`src/rtl/ecp_regdec_pkg.sv`:
```
package ecp_regdec_pkg;

    typedef enum logic [2:0] {
        MODE_SPP = 3'b000,
        MODE_BID = 3'b001,
        MODE_PPF = 3'b010,
        MODE_ECP = 3'b011,
        MODE_EPP = 3'b100,
        MODE_RSV = 3'b101,
        MODE_TST = 3'b110,
        MODE_CFG = 3'b111
    } mode_e;

    typedef enum logic [2:0] {
        SLOT_LO0  = 3'd0,
        SLOT_LO1  = 3'd1,
        SLOT_LO2  = 3'd2,
        SLOT_HI0  = 3'd3,
        SLOT_HI1  = 3'd4,
        SLOT_HI2  = 3'd5,
        SLOT_NONE = 3'd7
    } slot_e;

    typedef enum logic [3:0] {
        ACC_NONE,
        ACC_DATA,
        ACC_AFIFO,
        ACC_STAT,
        ACC_CTRL,
        ACC_DFIFO,
        ACC_TFIFO,
        ACC_CFGA,
        ACC_CFGB,
        ACC_ECR
    } acc_e;

    typedef struct packed {
        logic       tag;
        logic [7:0] byte_v;
    } fifo_ent_t;

    localparam logic [15:0] OFS_HIGH = 16'h0400;
    localparam int          DIR_BIT  = 5;

    function automatic acc_e map_access(slot_e slot, mode_e mode, logic is_wr);
        acc_e a;
        a = ACC_NONE;
        case (slot)
            SLOT_LO0: begin
                if (mode == MODE_SPP || mode == MODE_BID) a = ACC_DATA;
                else if (mode == MODE_ECP && is_wr)      a = ACC_AFIFO;
            end
            SLOT_LO1: a = ACC_STAT;
            SLOT_LO2: a = ACC_CTRL;
            SLOT_HI0: begin
                if ((mode == MODE_PPF || mode == MODE_ECP) && is_wr) a = ACC_DFIFO;
                else if (mode == MODE_TST)                          a = ACC_TFIFO;
                else if (mode == MODE_CFG && !is_wr)                a = ACC_CFGA;
            end
            SLOT_HI1: if (mode == MODE_CFG) a = ACC_CFGB;
            SLOT_HI2: a = ACC_ECR;
            default:  a = ACC_NONE;
        endcase
        return a;
    endfunction

endpackage

```
`src/rtl/ecp_addr_decode.sv`:
```
module ecp_addr_decode
    import ecp_regdec_pkg::*;
#(
    parameter logic [15:0] BASE = 16'h0378
) (
    input  logic [15:0] addr,
    input  logic        aen,
    input  logic        rd,
    input  logic        wr,
    input  mode_e       mode,
    output acc_e        acc,
    output logic        rd_en,
    output logic        wr_en
);
    localparam logic [15:0] A_LO0 = BASE;
    localparam logic [15:0] A_LO1 = BASE + 16'd1;
    localparam logic [15:0] A_LO2 = BASE + 16'd2;
    localparam logic [15:0] A_HI0 = BASE + OFS_HIGH;
    localparam logic [15:0] A_HI1 = BASE + OFS_HIGH + 16'd1;
    localparam logic [15:0] A_HI2 = BASE + OFS_HIGH + 16'd2;

    slot_e slot;
    acc_e  raw;

    always_comb begin
        if      (addr == A_LO0) slot = SLOT_LO0;
        else if (addr == A_LO1) slot = SLOT_LO1;
        else if (addr == A_LO2) slot = SLOT_LO2;
        else if (addr == A_HI0) slot = SLOT_HI0;
        else if (addr == A_HI1) slot = SLOT_HI1;
        else if (addr == A_HI2) slot = SLOT_HI2;
        else                    slot = SLOT_NONE;
    end

    always_comb begin
        raw   = map_access(slot, mode, wr);
        rd_en = rd && !aen && (raw != ACC_NONE);
        wr_en = wr && !aen && (raw != ACC_NONE);
        acc   = (rd_en || wr_en) ? raw : ACC_NONE;
    end
endmodule

```
`src/rtl/ecp_tx_fifo.sv`:
```
module ecp_tx_fifo
    import ecp_regdec_pkg::*;
#(
    parameter int DEPTH = 16
) (
    input  logic                      clk,
    input  logic                      rst,
    input  logic                      push,
    input  fifo_ent_t                 push_ent,
    input  logic                      pop,
    output fifo_ent_t                 head,
    output logic [$clog2(DEPTH+1)-1:0] count,
    output logic                      full,
    output logic                      empty
);
    localparam int AW = (DEPTH > 1) ? $clog2(DEPTH) : 1;
    localparam int CW = $clog2(DEPTH + 1);
    localparam logic [AW-1:0] LAST = AW'(DEPTH - 1);

    fifo_ent_t     mem [DEPTH];
    logic [AW-1:0] wptr, rptr;
    logic          do_push, do_pop;

    assign full    = (count == CW'(DEPTH));
    assign empty   = (count == '0);
    assign do_push = push && !full;
    assign do_pop  = pop && !empty;
    assign head    = mem[rptr];

    always_ff @(posedge clk) begin
        if (do_push) mem[wptr] <= push_ent;
    end

    always_ff @(posedge clk) begin
        if (rst) begin
            wptr  <= '0;
            rptr  <= '0;
            count <= '0;
        end else begin
            if (do_push) wptr <= (wptr == LAST) ? '0 : wptr + AW'(1);
            if (do_pop)  rptr <= (rptr == LAST) ? '0 : rptr + AW'(1);
            count <= count + CW'(do_push) - CW'(do_pop);
        end
    end
endmodule

```
`src/rtl/ecp_regdec.sv`:
```
module ecp_regdec
    import ecp_regdec_pkg::*;
#(
    parameter logic [15:0] BASE     = 16'h0378,
    parameter int          DEPTH    = 16,
    parameter logic [7:0]  CFGA_VAL = 8'h10
) (
    input  logic        clk,
    input  logic        rst,
    input  logic [15:0] bus_addr,
    input  logic        bus_aen,
    input  logic        bus_rd,
    input  logic        bus_wr,
    input  logic [7:0]  bus_wdata,
    output logic [7:0]  bus_rdata,
    input  logic [7:0]  pd_in,
    output logic [7:0]  pd_out,
    output logic        pd_oe,
    input  logic [4:0]  sts_in,
    output logic        fifo_valid,
    output logic [7:0]  fifo_byte,
    output logic        fifo_tag,
    input  logic        fifo_pop
);
    localparam int CW = $clog2(DEPTH + 1);

    mode_e      mode;
    logic [2:0] ecr_mid;
    logic [5:0] ctrl;
    logic [7:0] data_q;
    logic [7:0] cfgb;
    logic       dir;

    acc_e       acc;
    logic       rd_en, wr_en;

    logic       push, push_tag, pop_req;
    fifo_ent_t  push_ent, head;
    logic [CW-1:0] fifo_count;
    logic       fifo_full, fifo_empty;

    assign dir = ctrl[DIR_BIT];

    ecp_addr_decode #(.BASE(BASE)) u_dec (
        .addr  (bus_addr),
        .aen   (bus_aen),
        .rd    (bus_rd),
        .wr    (bus_wr),
        .mode  (mode),
        .acc   (acc),
        .rd_en (rd_en),
        .wr_en (wr_en)
    );

    always_comb begin
        push_tag = (acc == ACC_AFIFO);
        push     = wr_en && ((push_tag && !dir) || acc == ACC_DFIFO || acc == ACC_TFIFO);
        push_ent = '{tag: push_tag, byte_v: bus_wdata};
        pop_req  = (rd_en && acc == ACC_TFIFO) || (fifo_pop && mode != MODE_TST);
    end

    ecp_tx_fifo #(.DEPTH(DEPTH)) u_fifo (
        .clk      (clk),
        .rst      (rst),
        .push     (push),
        .push_ent (push_ent),
        .pop      (pop_req),
        .head     (head),
        .count    (fifo_count),
        .full     (fifo_full),
        .empty    (fifo_empty)
    );

    always_ff @(posedge clk) begin
        if (rst) begin
            mode    <= MODE_SPP;
            ecr_mid <= '0;
            ctrl    <= '0;
            data_q  <= '0;
            cfgb    <= '0;
        end else if (wr_en) begin
            case (acc)
                ACC_DATA: data_q <= bus_wdata;
                ACC_CTRL: ctrl   <= bus_wdata[5:0];
                ACC_CFGB: cfgb   <= bus_wdata;
                ACC_ECR: begin
                    mode    <= mode_e'(bus_wdata[7:5]);
                    ecr_mid <= bus_wdata[4:2];
                end
                default: ;
            endcase
        end
    end

    always_comb begin
        bus_rdata = '0;
        if (rd_en) begin
            case (acc)
                ACC_DATA:  bus_rdata = pd_in;
                ACC_STAT:  bus_rdata = {sts_in, 3'b000};
                ACC_CTRL:  bus_rdata = {2'b00, ctrl};
                ACC_TFIFO: bus_rdata = fifo_empty ? 8'h00 : head.byte_v;
                ACC_CFGA:  bus_rdata = CFGA_VAL;
                ACC_CFGB:  bus_rdata = cfgb;
                ACC_ECR:   bus_rdata = {mode, ecr_mid, fifo_full, fifo_empty};
                default:   bus_rdata = '0;
            endcase
        end
    end

    assign pd_out     = data_q;
    assign pd_oe      = !dir;
    assign fifo_valid = !fifo_empty && (mode != MODE_TST);
    assign fifo_byte  = head.byte_v;
    assign fifo_tag   = head.tag;
endmodule

```
`config.mk`:
```
export PLATFORM = sky130hd
export DESIGN_NAME = ecp_regdec
export DESIGN_NICKNAME = d
export VERILOG_FILES = /design/src/rtl/ecp_regdec_pkg.sv /design/src/rtl/ecp_addr_decode.sv /design/src/rtl/ecp_tx_fifo.sv /design/src/rtl/ecp_regdec.sv
export SDC_FILE = /design/constraint.sdc
export NUM_CORES = 1
export LEC_CHECK = 0
export BUFFER_PORTS_ARGS = -buffer_cell sky130_fd_sc_hd__buf_2
export CORE_UTILIZATION = 51
export DETAILED_ROUTE_END_ITERATION = 10
export PLACE_DENSITY = 0.75
export SLEW_MARGIN = 10
export SYNTH_ARGS = -nofsm -noshare
export SYNTH_HDL_FRONTEND = slang
export SYNTH_SLANG_ARGS = --single-unit
export TNS_END_PERCENT = 30
```
`constraint.sdc`:
```
create_clock -name clk -period 7.5 [get_ports clk]
set_clock_uncertainty 0.1 [all_clocks]
set_input_delay 0.75 -clock clk [delete_from_list [all_inputs] [get_ports clk]]
set_output_delay 0.75 -clock clk [all_outputs]
set_load 0.005 [all_outputs]
```
==> metrics <==
outcome=completed; Worst path top cell family by delay=simple AND/OR/NAND/NOR gates; CP max FO=13; Fmax=218 MHz; cell leakage power=3.01 nW; port bufs=69; flop-to-flop setup slack=3.38 ns; row count=46; Synth top area share=51.9%; top_reg_cell synth=edfxtp_1; final hold vios=0; Post-CTS Setup Inserts=0; Detail Route Antenna Nets=0; CP cell instances=buf_2 > or4_1 > or4_4 > nand2b_1 > nor3_1 > a222oi_1 > a31oi_1 > buf_2; Util after Layout=59.1%; worst skew pair latency=0.44 ns; Total GRT Usage=25.1%; hold endpoint=ctrl[0]$_SDFFE_PP0P_; Die Y=130 um; Mapped Cells=555; hold_ws=0.373 ns; CP Capture Type=output port; Slew headroom=27.2%; post-layout min period=4.59 ns; fin nets=673; Avg WL per Cell=24.2 um; die area=0.0169 mm^2; GRT met2 Usage=41.3%; syn_nets=610; Syn Area/Cell=15.0 um^2; peak supply drop=194 uV; Starting Density=52.3%; CP max stage cell=nor3_1; share of cells above drive strength 1=26.4%; Area contributors post-synth=edfxtp_1 52%, mux4_2 12%, dfxtp_1 11%; Yosys cell types=63; startpoint of the worst hold path=ctrl[0]$_SDFFE_PP0P_; GPL Wtd Cong=0.910; number of flops mapped to enable cells by yosys=144; global routing's busiest layer=met2; vias per cell=6.40; buffers plus inverters on the worst setup path=2; crit start category=input port; Layout area overhead=13.1%; vias post-DR=5,406; Sinks on Clock Net=189; Setup WS pre-CTS=2.81 ns; DR iter-0 viols=636; Post-synth top cells=144 x edfxtp_1, 45 x dfxtp_1, 45 x mux4_2, 34 x a21oi_1, 31 x nand3_1; hold-fix buffers at CTS=0; vias in the first global route=5,028; initial antenna violation count=0; TNS Setup=0 ns; Clock Path Buffers=2; CTS Root Cell=clkbuf_16; pin count of the biggest net entering global routing=47; Arr. time, crit path=3.74 ns; Setup CP Type=in2out; final wirelength=20,400 um; first-pass GRT wire length=30,000 um; Yosys top cell by area=edfxtp_1; GRT overflow=0; crit-path most repeated cell=buf_2; DRC Markers=0; capturing point of the worst reg2reg path=u_fifo.count[4]$_SDFF_PP0_; ant diodes=0; core region area=0.0159 mm^2; worst reg2reg startpoint=mode[2]$_SDFFE_PP0P_; fin worst setup slack=2.91 ns; Clock Pin Slew Worst Setup and Hold Paths=0.07 ns; hpwl dp=13,300 um; Worst Hold Depth=2; H-Tree Level Count=4; P per Cell Area=259 mW/mm^2; ys async rst share=0%; Die Width=130 um; Synth Register Bits=189; Tightest Pin Transition=1.08 ns; max cap viols=0; Ports=70; final setup fails=0; count leader, synth=edfxtp_1; reg2reg path depth=13; Post-Syn Area=0.00833 mm^2; clock buffer count from CTS=17; synth warn=0; sequential fraction of the synthesis area=62.7%; Min-Delay Path Class=reg2reg; Filler Cell Count=1,162; WP data required=6.65 ns; Final Max Slew Viols=0; drt pass-1 iters=6; Worst path max stage delay=0.84 ns; post-CTS sizing=0; post-route clock period utilization=61.2%; met3 GRT Util=4.59%; unrepaired setup endpoints after global routing=false; CTS tree=done; M1 GR Usage=33.1%
[cell usage in the layout, fill, tap and decap left out, drive strengths merged, types with 4 or more instances in the layout]
cell	instances
edfxtp	144
buf	74
mux4	45
dfxtp	45
a21oi	35
nand3	31
o21ai	22
nor2	21
and3	20
inv	20
clkbuf	18
ha	11
nand2	9
a31oi	9
nand4	8
a22oi	8
mux2i	8
nor2b	7
nand2b	7
mux2	7
o31ai	6
a222oi	5
or4	5
a211o	4
a21o	4
nor4	4
[logic make-up after synthesis]
family          Yosys count  share of synthesized area (%)
flops                   189                           62.7
simple gates            130                           9.26
compound gates          115                           9.46
mux                      60                           14.1
buf+inv                  46                           2.30
fa+ha+maj                12                           1.89
xor+xnor                  3                          0.315
[routing by layer]
metal	routed length, um	part of all wire, %
met5	0	0
met4	478	2.3
met3	1360	6.6
met2	10400	51
met1	8230	40
[power breakdown]
| part | leakage [nW] | internal (mW) | switching, mW |
|---|---|---|---|
| clock | 0.270 | 0.491 | 0.386 |
| combinational | 1.11 | 0.193 | 0.214 |
| sequential | 1.63 | 1.14 | 0.0139 |
[stage by stage]
| step | cell area, um^2 | cells | total power [mW] |
|---|---|---|---|
| 5_1_grt | 9420 | 845 | 2.52 |
| 4_1_cts | 9420 | 845 | 2.45 |
| 3_5_place_dp | 8860 | 815 | 1.58 |
| 3_3_place_gp | 8860 | 815 | 1.57 |
| 6_report | 9420 | 845 | 2.44 |
| 2_1_floorplan | 8330 | 555 | 1.46 |
[tightest hold or removal path: cells and delay by family (launching register included)]
family,cells,cell delay (ns)
flip-flops,1,0.31
AO/OA/AOI/OAI,2,0.12
[flip-flops by register name, indices dropped and copies added, names as in the netlist, named ones only]
register      count
mode              3
cfgb              8
ctrl              6
pd_out            8
u_fifo.wptr       4
u_fifo.rptr       4
u_fifo.count      5
u_fifo.mem      144
ecr_mid           3
[area by class of cell]
type / count / area [um^2] / share of cell area [%]
Sequential cell: 189 / 5230 / 55.5
Multi-Input combinational cell: 320 / 2920 / 31.0
Clock buffer: 18 / 429 / 4.56
Timing Repair Buffer: 74 / 383 / 4.06
Tap cell: 216 / 270 / 2.87
Clock inverter: 12 / 136 / 1.45
Inverter: 16 / 60.1 / 0.637
[worst max-delay path by stage]
stage | from | endpoint | slack [ns] | depth (start not counted)
3_5_place_dp | bus_addr[13] | u_fifo.mem[5][7]$_DFFE_PP_ | 2.81 | 7
4_1_cts | bus_addr[13] | bus_rdata[4] | 3.02 | 8
2_1_floorplan | bus_addr[13] | u_fifo.count[4]$_SDFF_PP0_ | 3.37 | 13
3_3_place_gp | bus_addr[13] | u_fifo.mem[6][7]$_DFFE_PP_ | 2.98 | 7
5_1_grt | bus_addr[13] | bus_rdata[5] | 2.79 | 8
6_report | bus_addr[13] | bus_rdata[4] | 2.91 | 8
Power figures use the tool's default switching activity.
